==> src/rtl/keylock_pkg.sv <==
package keylock_pkg;

  localparam logic [15:0] UNLOCK_KEY = 16'hA25E;

  // Field positions of the interface-configuration register
  localparam int CFG_WIDE_BUS_BIT  = 0;
  localparam int CFG_LONG_ADDR_BIT = 1;
  localparam int CFG_LARGE_BLK_BIT = 2;
  localparam int CFG_WP_BIT        = 3;
  localparam int CFG_W             = 4;

  function automatic logic key_match(input logic [15:0] v);
    return v == UNLOCK_KEY;
  endfunction

  function automatic logic [CFG_W-1:0] cfg_take(input logic [CFG_W-1:0] d);
    return d;
  endfunction

endpackage

==> src/rtl/kl_addr_decode.sv <==
module kl_addr_decode #(
  parameter int ADDR_W    = 8,
  parameter int LOCK_ADDR = 'h44,
  parameter int PROT_BASE = 'h30,
  parameter int NPROT     = 2,
  parameter int STRIDE    = 4
) (
  input  logic              wr_en,
  input  logic [ADDR_W-1:0] wr_addr,
  output logic              lock_sel,
  output logic [NPROT-1:0]  prot_sel,
  output logic              free_sel
);

  localparam logic [ADDR_W-1:0] LOCK_A = ADDR_W'(LOCK_ADDR);

  assign lock_sel = wr_en && (wr_addr == LOCK_A);

  for (genvar i = 0; i < NPROT; i++) begin : g_slot
    localparam logic [ADDR_W-1:0] SLOT_A = ADDR_W'(PROT_BASE + STRIDE * i);
    assign prot_sel[i] = wr_en && (wr_addr == SLOT_A);
  end

  assign free_sel = wr_en && !lock_sel && !(|prot_sel);

endmodule

==> src/rtl/kl_window.sv <==
module kl_window (
  input  logic clk,
  input  logic rst_n,
  input  logic key_wr,
  input  logic bad_key_wr,
  input  logic prot_try,
  output logic win_open,
  output logic violation
);

  logic open_q, viol_q;

  always_ff @(posedge clk or negedge rst_n) begin
    if (!rst_n) begin
      open_q <= 1'b0;
      viol_q <= 1'b0;
    end else begin
      if (key_wr)
        open_q <= 1'b1;
      else if (bad_key_wr)
        open_q <= 1'b0;
      else if (prot_try && open_q)
        open_q <= 1'b0;
      if (prot_try && !open_q)
        viol_q <= 1'b1;
    end
  end

  assign win_open  = open_q;
  assign violation = viol_q;

endmodule

==> src/rtl/kl_example_regs.sv <==
module kl_example_regs
  import keylock_pkg::*;
#(
  parameter int DATA_W = 32
) (
  input  logic              clk,
  input  logic              rst_n,
  input  logic              cfg_we,
  input  logic              tim_we,
  input  logic [DATA_W-1:0] wr_data,
  output logic [CFG_W-1:0]  cfg_q,
  output logic [DATA_W-1:0] tim_q
);

  always_ff @(posedge clk or negedge rst_n) begin
    if (!rst_n) begin
      cfg_q <= '0;
      tim_q <= '0;
    end else begin
      if (cfg_we) cfg_q <= cfg_take(wr_data[CFG_W-1:0]);
      if (tim_we) tim_q <= wr_data;
    end
  end

endmodule

==> src/rtl/keyed_wr_guard.sv <==
module keyed_wr_guard
  import keylock_pkg::*;
#(
  parameter int ADDR_W    = 8,
  parameter int DATA_W    = 32,
  parameter int LOCK_ADDR = 'h44,
  parameter int PROT_BASE = 'h30,
  parameter int NPROT     = 2
) (
  input  logic              clk,
  input  logic              rst_n,
  input  logic              wr_en,
  input  logic [ADDR_W-1:0] wr_addr,
  input  logic [DATA_W-1:0] wr_data,
  output logic [NPROT-1:0]  prot_we,
  output logic              free_we,
  output logic              win_open,
  output logic              violation,
  output logic              cfg_wp,
  output logic              cfg_large_blk,
  output logic              cfg_long_addr,
  output logic              cfg_wide_bus,
  output logic [DATA_W-1:0] tim_q
);

  localparam int CFG_SLOT = 0;
  localparam int TIM_SLOT = 1;

  // Named internal events, also observed by the checker
  logic             lock_sel;
  logic [NPROT-1:0] prot_sel;
  logic             free_sel;
  logic             key_ok;
  logic             prot_any;
  logic [CFG_W-1:0] cfg_q;

  kl_addr_decode #(
    .ADDR_W(ADDR_W), .LOCK_ADDR(LOCK_ADDR), .PROT_BASE(PROT_BASE),
    .NPROT(NPROT), .STRIDE(4)
  ) u_dec (
    .wr_en(wr_en), .wr_addr(wr_addr),
    .lock_sel(lock_sel), .prot_sel(prot_sel), .free_sel(free_sel)
  );

  assign key_ok   = key_match(wr_data[15:0]);
  assign prot_any = |prot_sel;

  kl_window u_win (
    .clk(clk), .rst_n(rst_n),
    .key_wr(lock_sel && key_ok),
    .bad_key_wr(lock_sel && !key_ok),
    .prot_try(prot_any),
    .win_open(win_open), .violation(violation)
  );

  assign prot_we = prot_sel & {NPROT{win_open}};
  assign free_we = free_sel;

  kl_example_regs #(.DATA_W(DATA_W)) u_regs (
    .clk(clk), .rst_n(rst_n),
    .cfg_we(prot_we[CFG_SLOT]), .tim_we(prot_we[TIM_SLOT]),
    .wr_data(wr_data), .cfg_q(cfg_q), .tim_q(tim_q)
  );

  assign cfg_wp        = cfg_q[CFG_WP_BIT];
  assign cfg_large_blk = cfg_q[CFG_LARGE_BLK_BIT];
  assign cfg_long_addr = cfg_q[CFG_LONG_ADDR_BIT];
  assign cfg_wide_bus  = cfg_q[CFG_WIDE_BUS_BIT];

endmodule

==> config.mk <==
export PLATFORM = sky130hd
export DESIGN_NAME = keyed_wr_guard
export DESIGN_NICKNAME = d
export VERILOG_FILES = /design/src/rtl/keylock_pkg.sv /design/src/rtl/kl_addr_decode.sv /design/src/rtl/kl_window.sv /design/src/rtl/kl_example_regs.sv /design/src/rtl/keyed_wr_guard.sv
export SDC_FILE = /design/constraint.sdc
export NUM_CORES = 1
export LEC_CHECK = 0
export BUFFER_PORTS_ARGS = -buffer_cell sky130_fd_sc_hd__buf_2
export CAP_MARGIN = 30
export CORE_MARGIN = 10
export CORE_UTILIZATION = 47
export DETAILED_ROUTE_END_ITERATION = 12
export MAX_ROUTING_LAYER = met4
export PLACE_DENSITY = 0.83
export SKIP_CTS_REPAIR_TIMING = 1
export SLEW_MARGIN = 20
export SYNTH_ARGS = -nofsm -noshare
export SYNTH_HDL_FRONTEND = slang
export SYNTH_SLANG_ARGS = --single-unit
==> constraint.sdc <==
create_clock -name clk -period 3 [get_ports clk]
set_input_delay 0 -clock clk [delete_from_list [all_inputs] [get_ports clk]]
set_output_delay 0 -clock clk [all_outputs]
set_load 0.005 [all_outputs]
Word level (Yosys, flattened, before mapping)
Index checks and enable logic that the tools add are counted.

word-level totals
  flip-flop bits (word level) = 38
  latch bits = 0
  RAM bits = 0
  ROM bits = 0
  input port bits = 43
  word-level logic and storage cells = 27
  memories kept = 0

operators by class
  add/sub/neg operators = 0
  multipliers = 0
  div/mod/pow operators = 0
  order comparisons = 0
  equality and inequality tests = 4
  shift operators = 0
  muxes and demuxes = 3
  bitwise gates (word level) = 1
  reductions and logical operators = 15

operators with widths
  kind                                                 number
  equality test 16 bit, second input constant          1
  equality test 8 x 6 -> 1 bit, second input constant  2
  logical AND 1 bit                                    9
  equality test 8 x 7 -> 1 bit, second input constant  1
  zero test 1 bit                                      4
  two-way mux 1 bit                                    3
  nonzero test 3 bit                                   1
  AND 2 bit                                            1
  OR reduction 2 bit                                   1

Longest topological paths before layout
Gate-level depths: netlist (run 1).

  depth in word-level cells = 7
  gate-level depth with buffers = 4

Cells and area by module
Synthesis (run 1) repeated with hierarchy kept, for this count alone.

second synthesis, totals
  cell total of the unflattened synthesis = 103
  area total of the unflattened synthesis = 1740.4 um^2

by module, submodules not included
  module           instances  cells each  area an instance (um^2)  sequential area each (um^2)
  kl_example_regs  1          76          1490.2                   900.9
  keyed_wr_guard   1          11          88.8                     0.0
  kl_addr_decode   1          10          82.6                     0.0
  kl_window        1          6           78.8                     50.0

Worst setup path before layout (run 1)
Ideal clock, no wire load.

  kind = in2reg
  start point = input port wr_addr[7]
  end point = register u_regs.cfg_q[0]
  setup time = 125 ps
  arrival = 1129 ps
  path slack = 1747 ps
  cell stages on the path = 4
  buffers on the path = 0
  path through = nor4_4 > nand2_1 > nor3b_4 > mux2_2

between the ends
  word-level cells in the longest chain between the ends = 3

ends and longest elaborated chain
  item                          RTL line               source
  start: declaration            keyed_wr_guard.sv:13   input logic [ADDR_W-1:0] wr_addr,
  equality test 8 x 6 -> 1 bit  kl_addr_decode.sv:21   assign prot_sel[i] = wr_en && (wr_addr == SLOT_A);
  logical AND 1 bit             kl_addr_decode.sv:21
  AND 2 bit                     keyed_wr_guard.sv:56   assign prot_we = prot_sel & {NPROT{win_open}};
  end signal: assignment        kl_example_regs.sv:20  if (cfg_we) cfg_q <= cfg_take(wr_data[CFG_W-1:0]);
  end: declaration              kl_example_regs.sv:11  output logic [CFG_W-1:0] cfg_q,

Every way passes these cells.
A chain may end at the register's enable or synchronous reset.

Worst setup path after layout (run 1)
  start point = register u_win.open_q, in the netlist u_win.win_open
  end point = register u_regs.tim_q[2]

between the ends
  word-level cells in the longest chain between the ends = 1

ends and longest elaborated chain
  item                      RTL line               source
  start: declaration        kl_window.sv:11        logic open_q, viol_q;
  start signal: assignment  kl_window.sv:15        open_q <= 1'b0;
  start signal: assignment  kl_window.sv:19        open_q <= 1'b1;
  start signal: assignment  kl_window.sv:21        open_q <= 1'b0;
  AND 2 bit                 keyed_wr_guard.sv:56
  end signal: assignment    kl_example_regs.sv:21  if (tim_we) tim_q <= wr_data;
  end: declaration          kl_example_regs.sv:12  output logic [DATA_W-1:0] tim_q

Every way passes these cells.

==> flow_summary.json, run 1 <==
{
  "power_switching_w": 0.000193,
  "gp_congestion": 0.699,
  "synth_top_area_share_pct": 60.6,
  "combPwrFrac_pct": 9.2,
  "stdcell_area_um2": 2430,
  "cts_root_buf": "clkbuf_4",
  "cts.clk_slew.worst_paths_ps": 100,
  "ios": 84,
  "clockBufferDepth": 2,
  "maxCapViolations": 0,
  "status": "complete, but fails checks",
  "synth_top_cell_by_area": "dfrtp_1",
  "worstPathRequired_ps": 3230,
  "grt-ovfl-total": 0,
  "critPathKind": "flip-flop to flip-flop",
  "fin_hold_ws_ps": -1.58,
  "min_period_ps": 1450,
  "die_w_um": 77.8,
  "rows": 20,
  "cts_sinks": 38,
  "finalMaxSlewViolations": 0,
  "fill_cells": 193,
  "start_util_pct": 50.2,
  "ys_seq_area_share_pct": 60.6,
  "vias": 1303,
  "first_iter_violations": 29,
  "p_per_area_nw_per_um2": 393,
  "tritoncts.num_buffers": 5,
  "ys.flop_type": "dfrtp_1",
  "p_total_w": 0.000954,
  "post-route-util_pct": 77.6,
  "crit_arrival_ps": 1680,
  "switching_share_pct": 20.2,
  "vdd_drop_max_uv": 400,
  "tritoncts": "built",
  "antenna_found_initial": 0,
  "grt_pass1_vias": 1386,
  "fin_setup_tns_ps": 0,
  "crit_path_start_kind": "flip-flop",
  "fin_nets": 265,
  "path_cells": "nand4_2, buf_4, mux2_2",
  "cp_slowest_stage_delay_ps": 470,
  "critPathMaxFanout": 32,
  "grt_first_pass_wirelength_mm": 6.49,
  "synth_seq_cells": 38,
  "syn-num-nets": 146,
  "clock.fmax_mhz": 690,
  "power.leakage_nw": 1.39,
  "ys_types": 21,
  "fin_crit_sh_pct": 48.3,
  "async_reset_ff_share_pct": 100,
  "finalSetupViolCount": 0,
  "ys_warn_count": 0,
  "post-dp-hpwl_mm": 3.08,
  "antenna-diode-count": 0,
  "relSlewSlack_pct": 45.9,
  "pwr-share-clk_pct": 36.9,
  "drive_gt1_share_pct": 57.7,
  "synth.cell_area_um2": 1570,
  "yosys-top-cells-area": "dfrtp_1, mux2_2, nor4bb_1",
  "via_per_inst": 4.90,
  "dieArea_um2": 6050,
  "ant_nets": 0,
  "grt_use_total_pct": 13.6,
  "dr.pass1.iters": 2,
  "port_buffers": 83,
  "synth_edf_count": 0,
  "synth.avg_cell_area_um2": 15.2,
  "die_y_um": 77.8,
  "synthCells": 103,
  "failed_checks": "negative hold slack",
  "hp-class": "input port to flip-flop",
  "rsz0062_at_grt": "false",
  "grt_max_degree": 39,
  "syn2layout_area_growth_pct": 54.8,
  "wl_mm": 4.42,
  "cp_slowest_cell": "dfrtp_1",
  "holdPathStages": 3,
  "wl_per_cell_um": 16.6,
  "p_int_w": 0.000762,
  "rr_worst_depth": 3,
  "tightest_slew_ps": 812,
  "seqPwrFrac_pct": 53.9,
  "finClkSkew_ps": 5.21,
  "cts_htree_levels": 2,
  "drc": 0,
  "coreArea_um2": 3130,
  "cp-end-kind": "flip-flop",
  "placed_cell_area_um2": 2020,
  "finalHoldViolCount": 1,
  "clock_latency_ps": 340
}
[through the flow]
step	std cells	setup WS [ps]
6_report	266	1550
5_1_grt	266	1500
4_1_cts	233	1560
3_5_place_dp	226	1490
3_3_place_gp	226	1560
2_1_floorplan	103	1750
[registers in the layout (all words and copies together) (netlist names)]
signal           cells
u_win.win_open       1
u_regs.tim_q        32
u_win.violation      1
u_regs.cfg_q         4
[layer usage]
layer	vias to the layer above	track usage (%)	share of wire (%)
met4	0	4.93	1.0
met1	628	14.9	40
met2	59	21.1	50
met3	5	6.45	9.1
met5	-	-	0
li1	611	-	-
[synthesized netlist by cell type (2+ instances only)]
cell type and instances:
nand2_1 3, buf_4 2, nor4bb_1 3, buf_2 3, mux2_1 2, mux2_2 34, nand4_1 2, dfrtp_1 38
nor2_1 4
[power groups by stage]
stage               Combinational, W  Clock, W  Sequential [W]
floorplan                 0.00000747         0        0.000525
global placement           0.0000517         0        0.000524
detailed placement         0.0000547         0        0.000524
CTS                        0.0000547  0.000360        0.000514
global route               0.0000972  0.000375        0.000515
finish                     0.0000879  0.000352        0.000514
[area by class of cell]
| class | instances | area, um2 | area share (%) |
|---|---|---|---|
| clock buffer | 6 | 51.3 | 2.11 |
| timing repair buffer | 117 | 753 | 31.0 |
| multi-input combinational | 60 | 588 | 24.2 |
| sequential | 38 | 951 | 39.2 |
| tap | 44 | 55.1 | 2.27 |
| clock inverter | 1 | 30.0 | 1.24 |
[critical path: cells and delay by family, from the launching register on]
family | cells | cell delay (ps)
mux | 1 | 390
buf+inv | 1 | 360
flops | 1 | 470
simple gates | 1 | 100
[cells by family (layout without fill, tap and decap cells)]
group,after synthesis,count (layout),synth area share [%]
buffers and inverters,5,124,1.91
DFF,38,38,60.6
and+or+nand+nor,20,20,9.89
AOI/OAI and AO/OA,4,4,1.75
muxes,36,36,25.8
[final timing paths]
| check | from | slack [ps] | end |
|---|---|---|---|
| setup reg to reg | u_win.win_open | 1550 | u_regs.tim_q[2] |
| setup / recovery | u_win.win_open | 1550 | u_regs.tim_q[2] |
| hold reg to reg | u_win.violation | 490 | u_win.violation |
| max in group asynchronous | rst_n | 2210 | u_regs.tim_q[7] |
| hold / removal | wr_en | -2 | u_win.win_open |
| min in group asynchronous | rst_n | 280 | u_regs.tim_q[6] |
[layout by cell type, fill, tap and decap left out, drive strengths merged]
master,count
dlygate4sd3,33
nor2,4
and4b,1
nor4bb,3
nand4,3
buf,84
a21o,1
nand2,3
o21bai,1
bufinv,1
clkbuf,6
dfrtp,38
and2,1
nor3b,2
nor3,1
nor4,1
o211ai,1
nand3,1
mux2,36
o21ai,1
(Power assumes the default switching activity.)
==> run 2: changes to the inputs <==
--- a/config.mk
+++ b/config.mk
@@ -8,10 +8,10 @@
 export BUFFER_PORTS_ARGS = -buffer_cell sky130_fd_sc_hd__buf_2
 export CAP_MARGIN = 30
 export CORE_MARGIN = 10
-export CORE_UTILIZATION = 47
+export CORE_UTILIZATION = 40
 export DETAILED_ROUTE_END_ITERATION = 12
 export MAX_ROUTING_LAYER = met4
-export PLACE_DENSITY = 0.83
+export PLACE_DENSITY = 0.75
 export SKIP_CTS_REPAIR_TIMING = 1
 export SLEW_MARGIN = 20
 export SYNTH_ARGS = -nofsm -noshare
==> constraint.sdc (replaced) <==
create_clock -name clk -period 1.2 [get_ports clk]
set_input_delay 0 -clock clk [delete_from_list [all_inputs] [get_ports clk]]
set_output_delay 0 -clock clk [all_outputs]
set_load 0.005 [all_outputs]
==> flow_summary.json, run 2 (synthesis results as in run 1) <==
{
  "status": "completed",
  "pwr-share-clk_pct": 34.8,
  "crit_arrival_ps": 1350,
  "vias": 1348,
  "vdd_drop_max_uv": 746,
  "switching_share_pct": 21.8,
  "regMostFlops": "u_regs.tim_q",
  "rsz0062_at_grt": "true",
  "fin_crit_sh_pct": 98.4,
  "syn2layout_area_growth_pct": 60.5,
  "power.leakage_nw": 1.43,
  "finalMaxSlewViolations": 0,
  "rows": 22,
  "drc": 0,
  "cts_htree_levels": 2,
  "coreArea_um2": 3720,
  "grt_pass1_vias": 1399,
  "start_util_pct": 42.2,
  "post-dp-hpwl_mm": 3.38,
  "seqPwrFrac_pct": 55.2,
  "power_switching_w": 0.000507,
  "cts_root_buf": "clkbuf_8",
  "first_iter_violations": 48,
  "cts_sinks": 38,
  "grt_max_degree": 39,
  "wl_per_cell_um": 17.4,
  "grt-ovfl-total": 0,
  "finClkSkew_ps": 3.84,
  "die_w_um": 82.6,
  "via_per_inst": 4.88,
  "fin_hold_ws_ps": 104,
  "fin_nets": 271,
  "antenna_found_initial": 0,
  "maxCapViolations": 0,
  "dr.pass1.iters": 4,
  "die_y_um": 82.6,
  "clock.fmax_mhz": 846,
  "finalHoldViolCount": 0,
  "tritoncts.num_buffers": 5,
  "combPwrFrac_pct": 10.0,
  "wl_mm": 4.80,
  "largestRegisters": "u_regs.tim_q x32, u_regs.cfg_q x4",
  "clockBufferDepth": 2,
  "tritoncts": "built",
  "grt_use_total_pct": 12.9,
  "min_period_ps": 1180,
  "worstPathRequired_ps": 1360,
  "p_int_w": 0.00182,
  "cp-end-kind": "flip-flop",
  "tightest_slew_ps": 493,
  "drive_gt1_share_pct": 59.2,
  "gp_congestion": 0.815,
  "crit_path_start_kind": "flip-flop",
  "antenna-diode-count": 0,
  "critPathMaxFanout": 18,
  "critPathKind": "flip-flop to flip-flop",
  "largest_register_ffs": 32,
  "relSlewSlack_pct": 66.7,
  "finalSetupViolCount": 0,
  "grt_first_pass_wirelength_mm": 6.58,
  "ios": 84,
  "port_buffers": 83,
  "hp-class": "input port to flip-flop",
  "final_cell_mix": "buf_2, dfrtp_1, mux2_2, dlygate4sd3_1",
  "cts.clk_slew.worst_paths_ps": 70,
  "p_per_area_nw_per_um2": 925,
  "mostFrequentLayoutCell": "buf_2",
  "p_total_w": 0.00233,
  "clock_latency_ps": 280,
  "dieArea_um2": 6830,
  "ant_nets": 0
}
run 2: worst paths after layout:
path / start / to / slack, ps / cells after the start
setup / recovery: u_win.win_open / u_regs.tim_q[7] / 20 / 3
hold / removal: wr_en / u_win.win_open / 100 / 3
setup reg to reg: u_win.win_open / u_regs.tim_q[7] / 20 / 3
hold reg to reg: u_win.violation / u_win.violation / 480 / 1
max in group asynchronous: rst_n / u_win.win_open / 560 / 3
min in group asynchronous: rst_n / u_regs.tim_q[7] / 290 / 3
run 2: per-layer routing:
metal | wire length (um) | up-vias | part of all wire, % | GRT usage (%)
met2 | 2600 | 64 | 54 | 21.0
li1 | - | 621 | - | -
met1 | 1690 | 657 | 35 | 13.3
met4 | 56 | 0 | 1.2 | 4.52
met5 | 0 | - | 0 | -
met3 | 453 | 6 | 9.4 | 6.70
run 2: worst max-delay path, stage by stage, from the launching register on:
cell and delay (ps):
dfrtp_2 440, nand4_4 100, buf_12 170, mux2_2 350
run 2: through the flow:
step                      instances  instance area, um2  TNS, ps  setup WS [ps]  util, %
after detailed placement        236                2080    -3550           -168     56.0
final                           276                2520        0           18.6     67.8
after CTS                       243                2160     -516          -46.7     58.2
after global routing            276                2520     -264          -28.2     67.8
after floorplan                 103                1570     -850          -28.1        -
after global placement          236                2080    -2880           -126     56.0
run 2: layout make-up:
class | instances | area (um2)
Fill cell | 270 | 1200
Sequential cell | 38 | 952
Timing Repair Buffer | 123 | 823
Multi-Input combinational cell | 60 | 603
Clock buffer | 6 | 72.6
Tap cell | 48 | 60.1
Clock inverter | 1 | 7.51
run 2: power groups by stage:
stage / Sequential (W) / Clock, W / Combinational [W]
2_1_floorplan: 0.00131 / 0 / 0.0000190
3_3_place_gp: 0.00131 / 0 / 0.000139
3_5_place_dp: 0.00131 / 0 / 0.000145
4_1_cts: 0.00129 / 0.000851 / 0.000146
5_1_grt: 0.00129 / 0.000917 / 0.000256
6_report: 0.00129 / 0.000811 / 0.000233
==> run 3: changes to the inputs <==
--- a/config.mk
+++ b/config.mk
@@ -5,13 +5,14 @@
 export SDC_FILE = /design/constraint.sdc
 export NUM_CORES = 1
 export LEC_CHECK = 0
+export ABC_AREA = 1
 export BUFFER_PORTS_ARGS = -buffer_cell sky130_fd_sc_hd__buf_2
 export CAP_MARGIN = 30
 export CORE_MARGIN = 10
-export CORE_UTILIZATION = 40
+export CORE_UTILIZATION = 42
 export DETAILED_ROUTE_END_ITERATION = 12
 export MAX_ROUTING_LAYER = met4
-export PLACE_DENSITY = 0.75
+export PLACE_DENSITY = 0.76
 export SKIP_CTS_REPAIR_TIMING = 1
 export SLEW_MARGIN = 20
 export SYNTH_ARGS = -nofsm -noshare
==> flow_summary.json, run 3 <==
{
  "cp_common_cell": "buf_4",
  "syn2layout_area_growth_pct": 50.1,
  "ys_seq_area_share_pct": 52.3,
  "min_delay_worst_endpoint": "u_regs.tim_q[1]",
  "ios": 84,
  "cp_slowest_stage_delay_ps": 430,
  "rsz0062_at_grt": "true",
  "tritoncts.num_buffers": 5,
  "ys_types": 15,
  "fin_hold_ws_ps": -11.1,
  "rows": 23,
  "crit_path_start_kind": "flip-flop",
  "finalHoldViolCount": 2,
  "synthCells": 198,
  "p_per_area_nw_per_um2": 896,
  "regMostFlops": "u_regs.tim_q",
  "finalSetupViolCount": 0,
  "crit_buf_inv": 2,
  "largest_register_ffs": 32,
  "r2r-end": "u_regs.tim_q[20]",
  "finClkSkew_ps": 4.60,
  "maxCapViolations": 0,
  "wl_per_cell_um": 12.8,
  "finalMaxSlewViolations": 0,
  "ant_nets": 0,
  "grt-ovfl-total": 0,
  "cp_top_family": "flip-flops",
  "cp_slowest_cell": "dfrtp_2",
  "via_per_inst": 4.24,
  "start_util_pct": 44.5,
  "min-delay-start": "wr_data[1]",
  "rr_worst_depth": 5,
  "tightest_slew_ps": 459,
  "yosys-top-cells-area": "dfrtp_1, o21ai_2, nand2_1",
  "die_y_um": 85.8,
  "syn-num-nets": 241,
  "status": "complete, but fails checks",
  "final_cell_mix": "buf_2, nand2_1, inv_1",
  "fill_cells": 327,
  "failed_checks": "negative hold slack",
  "critPathKind": "flip-flop to flip-flop",
  "min_period_ps": 1170,
  "path_cells": "buf_4, nand3_4, buf_4, nand2_1, o21ai_2",
  "drive_gt1_share_pct": 44.2,
  "relSlewSlack_pct": 69.4,
  "synth.cell_area_um2": 1820,
  "grt_use_total_pct": 12.4,
  "seq_area_um2": 952,
  "worst-path-stages": 5,
  "cts_htree_levels": 2,
  "ys.flop_type": "dfrtp_1",
  "tritoncts": "built",
  "cp-end-kind": "flip-flop",
  "power.leakage_nw": 1.59,
  "ys_warn_count": 0,
  "stdcell_area_um2": 2730,
  "die_w_um": 85.8,
  "antenna_found_initial": 0,
  "first_iter_violations": 31,
  "multiInputGateArea_um2": 633,
  "grt_max_degree": 29,
  "clock_latency_ps": 290,
  "synth_most_common_cell": "nand2_1",
  "placed_cell_area_um2": 2280,
  "fin_nets": 363,
  "async_reset_ff_share_pct": 100,
  "post-dp-hpwl_mm": 3.44,
  "dr.pass1.iters": 4,
  "synth_top_cell_by_area": "dfrtp_1",
  "grt_first_pass_wirelength_mm": 7.09,
  "cts_root_buf": "clkbuf_8",
  "vias": 1573,
  "port_buffers": 83,
  "critPathMaxFanout": 10,
  "holdPathStages": 3,
  "clockBufferDepth": 2,
  "clock.fmax_mhz": 853,
  "crit_arrival_ps": 1390,
  "hp-class": "input port to flip-flop",
  "fin_crit_sh_pct": 97.7,
  "largestRegisters": "u_regs.tim_q x32, u_regs.cfg_q x4",
  "synth_edf_count": 0,
  "drc": 0,
  "vdd_drop_max_uv": 654,
  "grt_pass1_vias": 1454,
  "mostFrequentLayoutCell": "buf_2",
  "worstPathRequired_ps": 1420,
  "synth_seq_cells": 38,
  "post-route-util_pct": 66.8,
  "cts_sinks": 38,
  "wl_mm": 4.75,
  "r2r-start": "u_win.win_open",
  "synth.avg_cell_area_um2": 9.19,
  "synth_top_area_share_pct": 52.3,
  "netlist_top_cells_count": "nand2_1, inv_1, dfrtp_1",
  "cts.clk_slew.worst_paths_ps": 70,
  "coreArea_um2": 4090,
  "antenna-diode-count": 0,
  "reg2reg_slack_ps": 30,
  "gp_congestion": 0.760,
  "dieArea_um2": 7360
}
run 3: cell count changes after synthesis, moves of 5 or more:
cell,previous run,this run
inv_1,0,42
mux2_2,34,0
nand2_1,3,55
o21ai_2,0,32
nor2_1,4,9
buf_6,0,6
run 3: where the power goes:
| group | internal [W] | switching, W | leakage (nW) | total (W) |
|---|---|---|---|---|
| sequential | 0.00128 | 0.00000174 | 0.529 | 0.00129 |
| combinational | 0.000145 | 0.000116 | 1.01 | 0.000261 |
| clock | 0.000461 | 0.000439 | 0.0472 | 0.000900 |
| total | 0.00189 | 0.000557 | 1.59 | 0.00245 |
run 3: routing by layer:
metal	routed length (um)	track usage [%]	part of all wire, %	vias to the layer above
met4	31	3.59	0.65	0
met1	2040	14.9	43	679
met2	2360	18.1	50	53
li1	-	-	-	836
met5	0	-	0	-
met3	321	5.87	6.8	5
run 3: metrics by stage:
step / hold slack, ps / setup TNS (ps) / total power [W] / setup WS (ps) / cells
finish: -11.1 / 0 / 0.00245 / 27.4 / 371
global route: 8.06 / -133 / 0.00258 / -37.8 / 371
CTS: -336 / -115 / 0.00243 / -115 / 335
detailed placement: -13.8 / 0 / 0.00150 / 90.5 / 327
global placement: -22.4 / 0 / 0.00149 / 114 / 327
floorplan: -296 / 0 / 0.00138 / 204 / 198
run 3: cells by family after synthesis:
group           after synthesis  synth area share, %
compound gates               37                 16.9
buf+inv                      50                 13.2
simple gates                 73                 17.6
flops                        38                 52.3
run 3: worst max-delay path by stage:
stage / from / end
6_report: u_win.win_open / u_regs.tim_q[20]
5_1_grt: u_win.win_open / prot_we[0]
4_1_cts: u_win.win_open / prot_we[0]
3_5_place_dp: u_win.win_open / u_regs.tim_q[12]
3_3_place_gp: u_win.win_open / u_regs.cfg_q[3]
2_1_floorplan: u_win.win_open / u_regs.cfg_q[0]
run 3: worst reg2reg max path, delay by kind of cell, from the launching register on:
family | cells | cell delay, ps
compound gates | 1 | 70
buf+inv | 2 | 350
flops | 1 | 430
simple gates | 2 | 250
run 3: final cells by class:
type	instances	area share, %
clock buffers	6	3.02
inverters	42	5.77
flip-flops and latches	38	34.9
repair buffers	123	30.4
clock inverters	2	0.458
well taps	50	2.29
multi-input cells	110	23.2
